[src/rtl/uart_te_pkg.sv]
package uart_te_pkg;
  localparam int unsigned REG_ADDR_W = 2;
  typedef enum logic [REG_ADDR_W-1:0] {
    ADDR_DATA = 2'd0,
    ADDR_STAT = 2'd1,
    ADDR_CTRL = 2'd2,
    ADDR_NONE = 2'd3
  } reg_addr_e;
  localparam int unsigned STAT_EMPTY_BIT  = 0;
  localparam int unsigned STAT_END_BIT    = 1;
  localparam int unsigned CTRL_IRQ_EN_BIT = 0;
endpackage

[src/rtl/uart_te_shifter.sv]
module uart_te_shifter #(
  parameter int unsigned DATA_W = 8
) (
  input  logic              clk_i,
  input  logic              rst_ni,
  input  logic              tick_i,
  input  logic              valid_i,
  input  logic [DATA_W-1:0] data_i,
  output logic              load_o,
  output logic              done_o,
  output logic              busy_o,
  output logic              txd_o
);
  localparam int unsigned FRAME_W = DATA_W + 2;
  localparam int unsigned CNT_W   = $clog2(FRAME_W);
  localparam logic [CNT_W-1:0] LAST_POS = CNT_W'(FRAME_W - 1);

  logic [FRAME_W-1:0] sh_q;
  logic [CNT_W-1:0]   cnt_q;
  logic               busy_q;
  logic               last_bit;

  assign last_bit = busy_q && tick_i && (cnt_q == LAST_POS);
  // take a byte when idle, or at the end of the stop bit for a gapless frame
  assign load_o   = valid_i && (!busy_q || last_bit);
  assign done_o   = last_bit && !valid_i;
  assign busy_o   = busy_q;
  assign txd_o    = sh_q[0];

  always_ff @(posedge clk_i or negedge rst_ni) begin
    if (!rst_ni) begin
      sh_q   <= '1;
      cnt_q  <= '0;
      busy_q <= 1'b0;
    end else if (load_o) begin
      sh_q   <= {1'b1, data_i, 1'b0};
      cnt_q  <= '0;
      busy_q <= 1'b1;
    end else if (done_o) begin
      sh_q   <= '1;
      cnt_q  <= '0;
      busy_q <= 1'b0;
    end else if (busy_q && tick_i) begin
      sh_q   <= {1'b1, sh_q[FRAME_W-1:1]};
      cnt_q  <= cnt_q + CNT_W'(1);
    end
  end
endmodule

[src/rtl/uart_te_regs.sv]
module uart_te_regs
  import uart_te_pkg::*;
#(
  parameter int unsigned DATA_W = 8
) (
  input  logic                  clk_i,
  input  logic                  rst_ni,
  input  logic                  wr_i,
  input  logic                  rd_i,
  input  logic [REG_ADDR_W-1:0] addr_i,
  input  logic [DATA_W-1:0]     wdata_i,
  input  logic                  load_i,
  input  logic                  done_i,
  output logic [DATA_W-1:0]     rdata_o,
  output logic [DATA_W-1:0]     hold_o,
  output logic                  valid_o,
  output logic                  empty_o,
  output logic                  end_o,
  output logic                  irq_en_o,
  output logic                  armed_o
);
  logic [DATA_W-1:0] hold_q;
  logic              empty_q, end_q, armed_q, irq_en_q;
  logic              stat_wr, stat_rd, clr_req;
  reg_addr_e         addr;

  assign addr    = reg_addr_e'(addr_i);
  assign stat_wr = wr_i && (addr == ADDR_STAT);
  assign stat_rd = rd_i && (addr == ADDR_STAT);
  // clear only honoured after the flag was observed as 1
  assign clr_req = stat_wr && !wdata_i[STAT_EMPTY_BIT] && armed_q && empty_q;

  always_ff @(posedge clk_i or negedge rst_ni) begin
    if (!rst_ni) begin
      empty_q <= 1'b1;
      end_q   <= 1'b1;
      armed_q <= 1'b0;
    end else if (load_i) begin
      empty_q <= 1'b1;
      end_q   <= 1'b0;
      armed_q <= 1'b0;
    end else if (clr_req) begin
      empty_q <= 1'b0;
      end_q   <= 1'b0;
      armed_q <= 1'b0;
    end else begin
      if (done_i) end_q <= 1'b1;
      if (stat_rd && empty_q) armed_q <= 1'b1;
    end
  end

  always_ff @(posedge clk_i or negedge rst_ni) begin
    if (!rst_ni) begin
      hold_q   <= '0;
      irq_en_q <= 1'b0;
    end else if (wr_i) begin
      if (addr == ADDR_DATA) hold_q <= wdata_i;
      if (addr == ADDR_CTRL) irq_en_q <= wdata_i[CTRL_IRQ_EN_BIT];
    end
  end

  always_comb begin
    rdata_o = '0;
    case (addr)
      ADDR_DATA: rdata_o = hold_q;
      ADDR_STAT: begin
        rdata_o[STAT_EMPTY_BIT] = empty_q;
        rdata_o[STAT_END_BIT]   = end_q;
      end
      ADDR_CTRL: rdata_o[CTRL_IRQ_EN_BIT] = irq_en_q;
      default:   rdata_o = '0;
    endcase
  end

  assign hold_o   = hold_q;
  assign valid_o  = !empty_q;
  assign empty_o  = empty_q;
  assign end_o    = end_q;
  assign irq_en_o = irq_en_q;
  assign armed_o  = armed_q;
endmodule

[src/rtl/uart_tx_end.sv]
module uart_tx_end
  import uart_te_pkg::*;
#(
  parameter int unsigned DATA_W = 8
) (
  input  logic                  clk_i,
  input  logic                  rst_ni,
  input  logic                  baud_tick_i,
  input  logic                  reg_wr_i,
  input  logic                  reg_rd_i,
  input  logic [REG_ADDR_W-1:0] reg_addr_i,
  input  logic [DATA_W-1:0]     reg_wdata_i,
  output logic [DATA_W-1:0]     reg_rdata_o,
  output logic                  txd_o,
  output logic                  tx_end_irq_o
);
  logic [DATA_W-1:0] hold;
  logic valid, empty, tend, irq_en, armed, load, done, busy;

  uart_te_regs #(.DATA_W(DATA_W)) i_regs (
    .clk_i    (clk_i),
    .rst_ni   (rst_ni),
    .wr_i     (reg_wr_i),
    .rd_i     (reg_rd_i),
    .addr_i   (reg_addr_i),
    .wdata_i  (reg_wdata_i),
    .load_i   (load),
    .done_i   (done),
    .rdata_o  (reg_rdata_o),
    .hold_o   (hold),
    .valid_o  (valid),
    .empty_o  (empty),
    .end_o    (tend),
    .irq_en_o (irq_en),
    .armed_o  (armed)
  );

  uart_te_shifter #(.DATA_W(DATA_W)) i_shifter (
    .clk_i   (clk_i),
    .rst_ni  (rst_ni),
    .tick_i  (baud_tick_i),
    .valid_i (valid),
    .data_i  (hold),
    .load_o  (load),
    .done_o  (done),
    .busy_o  (busy),
    .txd_o   (txd_o)
  );

  assign tx_end_irq_o = tend && irq_en;
endmodule

[config.mk]
export PLATFORM = sky130hd
export DESIGN_NAME = uart_tx_end
export DESIGN_NICKNAME = d
export VERILOG_FILES = /design/src/rtl/uart_te_pkg.sv /design/src/rtl/uart_te_shifter.sv /design/src/rtl/uart_te_regs.sv /design/src/rtl/uart_tx_end.sv
export SDC_FILE = /design/constraint.sdc
export NUM_CORES = 1
export LEC_CHECK = 0
export BUFFER_PORTS_ARGS = -buffer_cell sky130_fd_sc_hd__buf_2
export CORE_MARGIN = 10
export CORE_UTILIZATION = 30
export DETAILED_ROUTE_END_ITERATION = 16
export GPL_ROUTABILITY_DRIVEN = 0
export GPL_TIMING_DRIVEN = 0
export PLACE_DENSITY = 0.52
export REMOVE_ABC_BUFFERS = 1
export SLEW_MARGIN = 20
export SYNTH_ARGS = -nofsm -noshare
export SYNTH_HDL_FRONTEND = slang
export SYNTH_SLANG_ARGS = --single-unit
[constraint.sdc]
create_clock -name clk_i -period 1.95 [get_ports clk_i]
set_input_delay 0.195 -clock clk_i [delete_from_list [all_inputs] [get_ports clk_i]]
set_output_delay 0.195 -clock clk_i [all_outputs]
set_load 0.01 [all_outputs]
[Word level (Yosys, flattened, before mapping)]
Index checks and enable logic that the tools add are counted.
Storage, ports and cells
  bits in registers: 27
  output and inout bits: 10
  word-level logic and storage cells: 54
Operators by class
  add/subtract/negate cells: 1
  equal/unequal tests: 3
  multiplexer cells: 19
  reduce and logical (&&, ||, !) cells: 23
Operators with widths (count)
  2-to-1 mux 10 bit: 3
  2-to-1 mux 4 bit: 3
  logical AND 1 bit: 11
  2-to-1 mux 1 bit: 10
  nonzero test 3 bit: 3
  2-to-1 mux 6 bit: 1
  adder 4 x 1 -> 4 bit (second input constant): 1
  equality test 4 bit (second input constant): 1
  AND reduction 2 bit: 2
  nonzero test 2 bit: 2
  zero test 1 bit: 3
  case mux 1 bit (3 select lines): 1
  equality test 2 x 1 -> 1 bit (second input constant): 1
  equality test 2 bit (second input constant): 1
  zero test 2 bit: 1
  case mux 1 bit (2 select lines): 1
  logical OR 1 bit: 1

[Logic depth before layout (Yosys ltp)]
  depth in word-level cells: 7
  mapped depth: 5
  depth with buffers taken out: 5

[Cells and area by module]
From an unflattened synthesis, not the netlist that was laid out.
Second synthesis, totals
  cell total of the unflattened synthesis: 117
  area, all modules: 1363.8 um2
Modules (own cells, without submodules)
  uart_te_shifter: times used 1, cells each 68, area an instance 750.7 um2
  uart_te_regs: times used 1, cells each 48, area an instance 606.8 um2
  uart_tx_end: times used 1, cells each 1, area an instance 6.3 um2

[Worst setup path before layout]
Ideal clock, no wire load.
  kind: reg2reg
  from: reg i_shifter.cnt_q[1]
  to: reg i_regs.end_q, in the netlist i_regs.end_o
  setup time: 0.088 ns
  arrival time: 1.292 ns
  required time: 1.862 ns
  slack: 0.570 ns
  cell stages (with the launch flop): 6
  path buffers: 0
  period minus slack after synthesis: 1.380 ns
  cells stage by stage: dfrtp_1 inv_1 ha_1 nand4b_2 and4b_1 or3_1
Between the ends
  word-level cells in the longest chain between the ends: 5
Ends and longest elaborated chain
  start, declared: RTL line uart_te_shifter.sv:19  | logic [CNT_W-1:0] cnt_q;
  start signal, assigned: RTL line uart_te_shifter.sv:45  | cnt_q <= cnt_q + CNT_W'(1);
  equality test 4 bit (*): RTL line uart_te_shifter.sv:23  | assign last_bit = busy_q && tick_i && (cnt_q == LAST_POS);
  logical AND 1 bit (*): RTL line uart_te_shifter.sv:23
  logical OR 1 bit: RTL line uart_te_shifter.sv:25  | assign load_o = valid_i && (!busy_q || last_bit);
  logical AND 1 bit: RTL line uart_te_shifter.sv:25
  nonzero test 3 bit (no source line) / 2-to-1 mux 1 bit (equally long branches)
  end signal, assigned: RTL line uart_te_regs.sv:36  | end_q <= 1'b1;
  end signal, assigned: RTL line uart_te_regs.sv:40  | end_q <= 1'b0;
  end signal, assigned: RTL line uart_te_regs.sv:44  | end_q <= 1'b0;
  end, declared: RTL line uart_te_regs.sv:23  | logic empty_q, end_q, armed_q, irq_en_q;
Every way passes the cells marked *; elsewhere a longest branch is shown, timed or not.
A chain may end at the register's enable or synchronous reset.

[Final worst setup path]
  from: reg i_shifter.busy_q, in the netlist i_shifter.busy_o
  to: reg i_shifter.cnt_q[3]
Between the ends
  word-level cells in the longest chain between the ends: 5
Ends and longest elaborated chain
  start, declared: RTL line uart_te_shifter.sv:20  | logic busy_q;
  start signal, assigned: RTL line uart_te_shifter.sv:34  | busy_q <= 1'b0;
  start signal, assigned: RTL line uart_te_shifter.sv:38  | busy_q <= 1'b1;
  start signal, assigned: RTL line uart_te_shifter.sv:42  | busy_q <= 1'b0;
  logical AND 1 bit: RTL line uart_te_shifter.sv:23, uart_te_shifter.sv:43
  logical AND 1 bit: RTL line uart_te_shifter.sv:23
  logical AND 1 bit / logical OR 1 bit (equally long branches): RTL line uart_te_shifter.sv:26, uart_te_shifter.sv:25
  2-to-1 mux 4 bit / logical AND 1 bit (equally long branches): RTL line uart_te_shifter.sv:39, uart_te_shifter.sv:25
  2-to-1 mux 4 bit / nonzero test 3 bit (equally long branches)
Several ways; a longest one is shown, not always the timed one.

==> summary.txt <==
Clock tree
  – Max H-tree Level: 1
  – CTS Buf Count: 3
  – Post-CTS sizing: 0
  – CTS tree: built
  – Sink Count: 26
  – Clock transition at path regs: 0.09 ns
  – Post-CTS Setup Inserts: 0
  – CTS Hold Buffers Added: 1
  – Worst skew pair latency: 0.27 ns
  – Root Driver: clkbuf_8
  – Clk buf depth: 2

Floorplan
  – Height of the die: 85.3 µm
  – Die ar.: ~7300 µm²
  – Site row count: 23
  – Chip width: approximately 85 µm
  – Core area: between 4000 and 5000 µm²
  – Io pins: 25
  – Initial Util: between 30% and 40%

Critical path
  – Critical path cell sequence: nand2_1 -> or3_1 -> a21oi_1
  – Critical path depth: 3
  – Startpoint Class: flop
  – Crit path to: i_shifter.cnt_q[3]$_DFFE_PN0P_
  – Cell family with most CP delay: simple AND/OR/NAND/NOR gates
  – Critical Path Max Stage Delay: around 0.58 ns
  – Worst Reg-to-Reg Cells: 3
  – Max FO, Critical Path: 12
  – Worst r2r src: i_shifter.busy_o$_DFFE_PN0P_
  – Critical setup path kind: flop to flop
  – Worst path slowest cell: dfrtp_1
  – Reg-to-reg slack, setup: roughly 0.36 ns
  – Worst r2r dst: i_shifter.cnt_q[3]$_DFFE_PN0P_
  – WP data arrival: 1.79 ns
  – Critical Path End Type: flop
  – Critical path required time: roughly 2.2 ns
  – CP Buf/Inv Count: 0
  – CP startpoint: i_shifter.busy_o$_DFFE_PN0P_

STA
  – Slew Viols, Final: 0
  – Tmin final: 1.59 ns
  – Final TNS setup: 0 ns
  – Rel. slew slack: roughly 60%
  – Post-Route Skew: 0.00141 ns
  – Final Hold Vio Count: 0
  – Fmax: 630 MHz
  – Worst-Margin Slew: between 0.5 and 0.6 ns
  – Period utilisation layout: between 80% and 90%
  – RSZ-0062 raised after global routing: no
  – Final setup violating endpoints: 0

Detailed routing
  – WL per Instance: 15.3 µm
  – Number of nets with antenna violations after routing: 0
  – Routed vias/inst: roughly 5
  – Number of DRC markers in iteration 0: 58
  – WL final: 2.80 mm
  – Remaining DRCs: 0
  – Drt first pass iters: 4
  – Via count: just over 900

Global routing
  – Largest net degree at the start of global routing: 27
  – GRT Util Overall: ~8%
  – Global-route wire length before repair: approximately 4.8 mm
  – Antenna violations before repair: 0
  – Vias in the first global route: 971
  – Gr ovfl total: 0

Cells and area
  – Synthesis-to-layout area growth: 17.6%
  – N_diodes: 0
  – Fraction of layout cells with a size suffix above 1: 44.4%
  – Fin util: a little under two fifths
  – Nets@finish: around 150
  – # fillers: roughly 410

Pwr
  – Pwr dens: about 1200 nW/µm²
  – LEAKAGE: around 0.66 nW
  – Peak supply drop: roughly 0.54 mV

Yosys
  – Sequential area share after synthesis: between 50 and 60%
  – Synth Warn #: 0
  – Synth Instances: roughly 110
  – Post-Syn Area: roughly 1300 µm²
  – Mean post-synth cell area: approximately 12 µm²
  – #FFs+latches synth: 26
  – Yosys cell types: 30

Placed design
  – IO buf count: 24
  – HPWL Detailed: between 2 and 2.5 mm

Run status
  – Status: finished clean

Flow run
  – Max cap viols: 0

Hold path
  – Hold Path Class: input port to flop
==> sequential cells by signal, indices dropped and copies added, names as in the netlist <==
signal,count
i_shifter.sh_q,9
i_regs.hold_o,8
i_shifter.cnt_q,4
i_regs.armed_o,1
i_regs.empty_o,1
i_regs.end_o,1
i_regs.irq_en_o,1
i_shifter.busy_o,1
==> through the flow <==
stage               area, µm²  cells  hold WS [ns]  power (mW)  setup WS [ns]
finish                   1500    183         0.149        1.73          0.363
global route             1500    183         0.139        1.87          0.190
CTS                      1500    183         0.144        1.75          0.349
detailed placement       1440    178         0.236        1.39          0.218
global placement         1440    178         0.234        1.36          0.239
floorplan                1250    104        -0.101        1.23          0.570
==> layer usage <==
layer | part of all wire, % | routed length [µm] | vias to the layer above | global-route usage [%]
li1 | - | - | 446 | -
met1 | 49 | 1380 | 453 | 9.92
met2 | 46 | 1300 | 17 | 12.7
met3 | 3.9 | 108 | 2 | 2.87
met4 | 0.29 | 8 | 0 | 0.898
met5 | 0 | 0 | - | 0
==> worst register-to-register path, delay by kind of cell (launching register included) <==
| family | cells | cell delay (ns) |
|---|---|---|
| and+or+nand+nor | 2 | 0.79 |
| DFF | 1 | 0.58 |
| AOI/OAI and AO/OA | 1 | 0.15 |
==> cells in the final DEF, fill, tap and decap left out, drive strengths merged, types with 2 or more instances in the layout <==
cell type,synthesis,final
dfstp,11,11
o221a,7,7
nor2,4,4
nor3,2,2
xor2,2,2
nand3b,2,2
nand2,6,6
clkbuf,0,4
or3,9,9
a21o,2,2
a21oi,6,6
o21ai,4,4
mux2i,3,3
mux2,9,9
dfrtp,15,15
buf,4,24
nand3,2,2
and2,8,8
ha,2,2
==> cell type report <==
type | count | area, µm² | share of cell area, %
multi-input combinational | 77 | 587 | 39.1
clock buffer | 4 | 55.1 | 3.66
inverter | 1 | 3.75 | 0.250
timing repair buffer | 25 | 130 | 8.66
sequential | 26 | 664 | 44.2
tap | 50 | 62.6 | 4.16
==> logic make-up after synthesis <==
family,synth area share (%)
AOI/OAI and AO/OA,13.5
xor gates and xnor gates,1.37
buffers and inverters,2.06
DFF,52.0
and+or+nand+nor,18.8
adders and majority gates,1.96
muxes,10.3
==> worst min-delay path by stage <==
stage                    from                            to  slack (ns)  cells after the start
2_1_floorplan          rst_ni    i_regs.armed_o$_DFFE_PN0P_       -0.10                      0
3_5_place_dp           rst_ni   i_regs.irq_en_o$_DFFE_PN0P_        0.24                      1
5_1_grt        reg_wdata_i[5]  i_regs.hold_o[5]$_DFFE_PN0P_        0.14                      2
6_report       reg_wdata_i[5]  i_regs.hold_o[5]$_DFFE_PN0P_        0.15                      2
3_3_place_gp           rst_ni    i_regs.armed_o$_DFFE_PN0P_        0.23                      1
4_1_cts        reg_wdata_i[6]  i_regs.hold_o[6]$_DFFE_PN0P_        0.14                      2
==> synth_stat cells (all sizes together) <==
master	instances	area (µm²)
nor2	4	15.0
o221a	7	78.8
nor3	2	10.0
a21oi	6	30.0
ha	2	25.0
dfrtp	15	375
and2	8	50.1
xor2	2	17.5
nand2b	1	6.26
and4bb	1	12.5
o22a	1	8.76
inv	1	3.75
and3b	1	8.76
nand3b	2	15.0
buf	4	22.5
or3b	1	8.76
a311oi	1	8.76
dfstp	11	289
a21o	2	15.0
o21ai	4	23.8
nand3	2	10.0
and4b	1	10.0
nand2	6	22.5
a211oi	1	7.51
or3	9	56.3
mux2i	3	30.0
nand4b	1	15.0
mux2	9	101
==> where the power goes <==
group          internal, mW  leakage [nW]  total (mW)  switching [mW]
clock                 0.181        0.0288       0.357           0.176
sequential            0.771         0.290       0.932           0.161
combinational         0.247         0.343       0.441           0.195
total                  1.20         0.662        1.73           0.531
Power figures use the tool's default switching activity.
